**config.mk**
```make
export PLATFORM = sky130hd
export DESIGN_NAME = g17_counter
export DESIGN_NICKNAME = d
export VERILOG_FILES = /design/src/rtl/g17_pkg.sv /design/src/rtl/g17_decode.sv /design/src/rtl/g17_next.sv /design/src/rtl/g17_state_reg.sv /design/src/rtl/g17_counter.sv
export SDC_FILE = /design/constraint.sdc
export NUM_CORES = 1
export LEC_CHECK = 0
export ABC_CLOCK_PERIOD_IN_PS = 1000
export CAP_MARGIN = 40
export CORE_AREA = 2 2 39 41
export CTS_CLUSTER_SIZE = 12
export DETAILED_ROUTE_END_ITERATION = 10
export DIE_AREA = 0 0 41 43
export DONT_BUFFER_PORTS = 1
export HOLD_SLACK_MARGIN = 0.15
export SYNTH_ARGS = -nofsm -noshare
export SYNTH_HDL_FRONTEND = slang
export SYNTH_SLANG_ARGS = --single-unit
```
**constraint.sdc**
```tcl
create_clock -name clk -period 1 [get_ports clk]
set_clock_uncertainty 0.05 [all_clocks]
set_input_delay 0 -clock clk [delete_from_list [all_inputs] [get_ports clk]]
set_output_delay 0 -clock clk [all_outputs]
set_load 0.02 [all_outputs]
```
**src/rtl/g17_pkg.sv**
```systemverilog
package g17_pkg;

  // Code width and sequence length of the counter.
  localparam int G17_W     = 5;
  localparam int G17_MOD   = 17;
  localparam int G17_LOW_W = G17_W - 1;

  typedef logic [G17_W-1:0] g17_code_t;

  // Reflected binary code of n, truncated to the code width.
  function automatic g17_code_t g17_gray(int unsigned n);
    g17_code_t b;
    b = g17_code_t'(n);
    return b ^ (b >> 1);
  endfunction

  // Code held at sequence position k (0 .. G17_MOD-1).
  // Positions below G17_MOD-1 are plain Gray codes with the top bit clear.
  // The last position repeats the low bits of its predecessor with the top bit set.
  function automatic g17_code_t g17_code_at(int unsigned k);
    g17_code_t prev;
    if (k < G17_MOD - 1) begin
      return g17_gray(k);
    end
    prev = g17_gray(k - 1);
    return {1'b1, prev[G17_LOW_W-1:0]};
  endfunction

  // Sequence position that follows position k.
  function automatic int unsigned g17_succ(int unsigned k);
    return (k == G17_MOD - 1) ? 0 : k + 1;
  endfunction

endpackage

```
**src/rtl/g17_decode.sv**
```systemverilog
module g17_decode
  import g17_pkg::*;
#(
  parameter int W   = G17_W,
  parameter int MOD = G17_MOD
) (
  input  logic [W-1:0]   cur,
  output logic [MOD-1:0] hit
);

  // One full-width comparator per legal code: these are the product terms.
  for (genvar k = 0; k < MOD; k++) begin : g_match
    localparam logic [W-1:0] CODE_K = W'(g17_code_at(k));
    assign hit[k] = (cur == CODE_K);
  end

endmodule

```
**src/rtl/g17_next.sv**
```systemverilog
module g17_next
  import g17_pkg::*;
#(
  parameter int W   = G17_W,
  parameter int MOD = G17_MOD
) (
  input  logic [MOD-1:0] hit,
  output logic [W-1:0]   nxt
);

  // Per output bit: OR of those matched states whose successor sets that bit.
  for (genvar b = 0; b < W; b++) begin : g_bit
    logic [MOD-1:0] term;
    for (genvar k = 0; k < MOD; k++) begin : g_term
      localparam logic [W-1:0] SUCC_K = W'(g17_code_at(g17_succ(k)));
      assign term[k] = hit[k] & SUCC_K[b];
    end
    assign nxt[b] = |term;
  end

endmodule

```
**src/rtl/g17_state_reg.sv**
```systemverilog
module g17_state_reg #(
  parameter int W = 5
) (
  input  logic         clk,
  input  logic         rst,
  input  logic         en,
  input  logic [W-1:0] d,
  output logic [W-1:0] q
);

  logic [W-1:0] st_q;

  always_ff @(posedge clk) begin
    if (rst) begin
      st_q <= '0;
    end else if (en) begin
      st_q <= d;
    end
  end

  assign q = st_q;

endmodule

```
**src/rtl/g17_counter.sv**
```systemverilog
module g17_counter
  import g17_pkg::*;
#(
  parameter int W   = G17_W,
  parameter int MOD = G17_MOD
) (
  input  logic         clk,
  input  logic         rst,
  input  logic         adv_en,
  output logic [W-1:0] state_q,
  output logic         tc_q
);

  logic [MOD-1:0] hit_w;    // one-hot match of the current code
  logic [W-1:0]   next_w;   // combinational successor
  logic           legal_w;  // current code is in the sequence
  logic           wrap_w;   // current code is the last of the sequence

  g17_decode #(.W(W), .MOD(MOD)) u_dec (
    .cur (state_q),
    .hit (hit_w)
  );

  g17_next #(.W(W), .MOD(MOD)) u_nxt (
    .hit (hit_w),
    .nxt (next_w)
  );

  g17_state_reg #(.W(W)) u_state (
    .clk (clk),
    .rst (rst),
    .en  (adv_en),
    .d   (next_w),
    .q   (state_q)
  );

  assign legal_w = |hit_w;
  assign wrap_w  = hit_w[MOD-1];
  assign tc_q    = state_q[W-1];

endmodule

```
# After elaboration in Yosys (flattened, before gate mapping)
# Cells that the tools add are included.
[totals]
regBits = 5
[op_classes]
n_reduce_logical = 5
n_eq_ne = 15
[op_table]
columns = ["operator", "n"]
rows = [
  ["$eq A5 B4 Y1 const B", 8],
  ["$reduce_or A8 Y1", 3],
  ["$eq A5 B3 Y1 const B", 4],
  ["$eq A5 B2 Y1 const B", 2],
  ["$reduce_or A9 Y1", 1],
  ["$eq A5 B1 Y1 const B", 1],
  ["$logic_not A5 Y1", 1],
]

# Longest topological paths before layout
[depth]
word_depth = 2
depth_mapped = 3
depth_no_buf = 3

# Modules after synthesis
# Synthesis repeated with hierarchy kept, for this count alone.
[hier_totals]
cells_unflattened = 59
hier_area_um2 = 466.7
[modules_own_cells]
columns = ["module", "area_per_inst_um2", "cells_per_inst", "n_inst"]
rows = [
  ["g17_decode", 205.2, 29, 1],
  ["g17_state_reg", 180.2, 16, 1],
  ["g17_next", 73.8, 13, 1],
  ["g17_counter", 7.5, 1, 1],
]

# Worst setup path before layout
# Ideal clock, no wire load.
[synth_path]
kind = "register -> register"
from = "register u_state.st_q[1], in the netlist u_state.q[1]"
to = "register u_state.st_q[2], in the netlist u_state.q[2]"
t_required_ns = 0.876
path_buffers = 0
stages_incl_launch_ff = 4
setup_slack_ns = -0.295
arrival_time_ns = 1.171
path_cell_list = "dfxtp_1 -> nand2b_1 -> or4b_1 -> a31oi_1"
[synth_via]
elab_chain_cells = 2
word_cells_on_any_way = 9
classes_between = "8 x eq/ne; 1 x reduce/logical"
[synth_rtl]
columns = ["element", "line", "text"]
rows = [
  ["start, declared", "g17_state_reg.sv:11", "logic [W-1:0] st_q;"],
  ["start signal, assigned", "g17_state_reg.sv:15", "st_q <= '0;"],
  ["start signal, assigned", "g17_state_reg.sv:17", "st_q <= d;"],
  ["$eq A5 B2 Y1 (tied with other cells)", "g17_decode.sv:14", "assign hit[k] = (cur == CODE_K);"],
  ["$reduce_or A8 Y1 *", "g17_next.sv:18", "assign nxt[b] = |term;"],
]
# Mark *: on every way between the ends. The rest lies on a longest branch, timed or not.
# A chain may end at the register's enable or synchronous reset.

# Final worst setup path
[layout_path]
from = "register u_state.st_q[0], in the netlist u_state.q[0]"
to = "register u_state.st_q[2], in the netlist u_state.q[2]"
# Same word-level chain as after synthesis.

==> results.py <==
metrics = {
    "timing": {
        "worst_slack_ps": -148,
        "final-setup-viol-count": 4,
        "drv_slew": 0,
        "fin_crit_sh_pct": 115,
        "hold_viol_final": 5,
        "fin_tns_setup_ps": -315,
        "fin_hold_ws_ps": -243,
        "rsz0062_at_grt": "true",
        "max-slew-margin-rel_pct": 85.0,
        "tightest_slew_ps": 223,
        "layout_min_cycle_time_ps": 1150,
        "fmax_ghz": 0.871,
    },
    "detailed_routing": {
        "routed_wl_microns": 707,
        "wl_per_cell_microns": 11.8,
        "drc_errors": 0,
        "drtIter0Drc": 1,
        "num_vias": 272,
        "vias_per_cell": 4.53,
        "drt_first_pass_iters": 3,
        "postRouteAntennaNets": 0,
    },
    "grt": {
        "antenna_found_initial": 0,
        "first_global_vias": 233,
        "grt_pass1_wl_microns": 1040,
        "overflow": 0,
        "grt_max_degree": 11,
        "grt_util_all_layers_pct": 9.45,
    },
    "pwr": {
        "power_density_mw_per_mm2": 1460,
        "vdd_ir_drop_max_v": 0.000753,
        "p_leak_nw": 0.188,
    },
    "setup_path": {
        "path_buf_inv": 0,
        "cp-start-kind": "register",
        "crit_chain": "nand2b_4 -> or4b_1 -> a31oi_1",
        "crit_family": "simple AND/OR/NAND/NOR gates",
        "crit_type": "register to register",
        "cpMaxStageDelayCell": "or4b_1",
        "cp.arrival_ps": 1280,
        "end_kind": "register",
        "crit_required_ps": 1130,
        "slowest_delay_ps": 460,
        "critPathMaxFanout": 2,
    },
    "synthesis": {
        "synth_top_area_cell": "dfxtp_1",
        "syn_inst": 28,
        "synth_top_area_share_pct": 38.3,
        "synthTopCellsByArea": "dfxtp_1 38%, nor3b_1 5.7%, or2b_1 5.7%, a31oi_1 4.8%, nand2b_1 4.8%",
        "synth_area_sq_um": 262,
        "synth-seq-cells": 5,
        "ys_seq_area_share_pct": 38.3,
        "syn_nets": 31,
        "synth_cell_types": 19,
        "yosys_warnings": 0,
        "syn-mean-instance-area_sq_um": 9.34,
    },
    "clocking": {
        "cts_max_path_buffers": 2,
        "numCtsBuffers": 3,
        "cts_root_buffer": "clkbuf_4",
        "cts_tree": "yes",
        "cts_num_sinks": 5,
        "htree_levels": 1,
        "clk_latency_ps": 250,
        "cts.clk_slew.worst_paths_ps": 40,
    },
    "place": {
        "post-place-cells": 55,
        "io_buffer_count": 0,
        "placed_cell_area_sq_um": 377,
        "place_hpwl_microns": 438,
        "gp_congestion": 0.762,
    },
    "cells_and_area": {
        "drive_gt1_share_pct": 61.4,
        "final_area_sq_um": 477,
        "largest_reg_flops": 5,
        "n_antenna_cell": 0,
        "layout.cells.non_filler": 60,
        "final_core_util_pct": 34.4,
        "area_growth_pct": 82.3,
        "nets": 48,
    },
    "run_status": {
        "status": "complete, but fails checks",
        "violations": "hold timing, setup timing",
    },
    "floorplan": {
        "start_util_pct": 18.9,
        "io_pins": 9,
        "die_w_microns": 41,
        "die_area_sq_mm": 0.00176,
        "rows": 14,
        "dieHeight_microns": 43,
        "core_sq_mm": 0.00138,
    },
    "flow_run": {
        "cap_viol_max_count": 0,
    },
    "hold_path": {
        "hold_path.class": "input port to register",
    },
}
[logic make-up (layout without fill, tap and decap cells)]
logic type,Yosys count,after routing,synth area share [%]
flip-flops,5,5,38.3
buffers and inverters,1,17,2.87
AO/OA/AOI/OAI,7,7,17.7
XOR/XNOR,1,1,3.35
AND/OR/NAND/NOR,14,14,37.8
[worst paths after layout]
| check | startpoint | end | slack [ps] | depth (start not counted) |
|---|---|---|---|---|
| hold reg to reg | u_state.q[4]$_SDFFE_PP0P_ | u_state.q[2]$_SDFFE_PP0P_ | 500 | 2 |
| setup / recovery | u_state.q[0]$_SDFFE_PP0P_ | u_state.q[2]$_SDFFE_PP0P_ | -150 | 3 |
| setup reg to reg | u_state.q[0]$_SDFFE_PP0P_ | u_state.q[2]$_SDFFE_PP0P_ | -150 | 3 |
| hold / removal | rst | u_state.q[3]$_SDFFE_PP0P_ | -240 | 1 |
[synth_stat cells (all sizes together)]
cell and instances:
nor2b 1, nand2b 2, nand4bb 1, a21oi 2, nor2 1, nor4b 1
nor3b 2, nand2 1, a211oi 1, nand3 1, or4b 1, nand3b 1
a31oi 2, a21o 1, o221ai 1, buf 1, dfxtp 5, or2b 2
xnor2 1
[through the flow]
stage | power [mW] | setup slack [ps] | hold slack (ps)
floorplan | 0.333 | -186 | 19.4
global placement | 0.405 | -128 | 22.7
detailed placement | 0.407 | -139 | 22.7
CTS | 0.682 | -151 | -238
global route | 0.734 | -190 | -257
finish | 0.698 | -148 | -243
[metal layers]
layer	track usage [%]	vias to the layer above	wire length [microns]
met1	13.5	119	307
met3	8.38	3	65
met4	6.00	0	8
met5	0	-	0
li1	-	138	-
met2	8.44	12	325
[layout by cell type (no fill, tap or decap), types with 2 or more instances in the layout]
cell	count
dfxtp_1	2
clkbuf_4	3
or2b_1	2
dfxtp_2	2
a31oi_1	2
buf_6	3
buf_4	10
[report_power, final]
part	internal [mW]	switching, mW	total, mW
combinational	0.123	0.0956	0.218
clock	0.151	0.0869	0.238
sequential	0.222	0.0195	0.242
[repair_timing]
item | CTS | global route
gates resized for setup | 6 | 7
endpoints found under the setup margin | 5 | 5
setup buffers | 1 | 0
hold endpoints to repair | 5 | 5
pin swaps | 3 | 4
[layout make-up]
class / count / area, sq um
Multi-Input combinational cell: 22 / 215
Clock buffer: 4 / 26.3
Tap cell: 16 / 20.0
Timing Repair Buffer: 13 / 109
Fill cell: 144 / 907
Sequential cell: 5 / 106
Power figures use the tool's default switching activity.
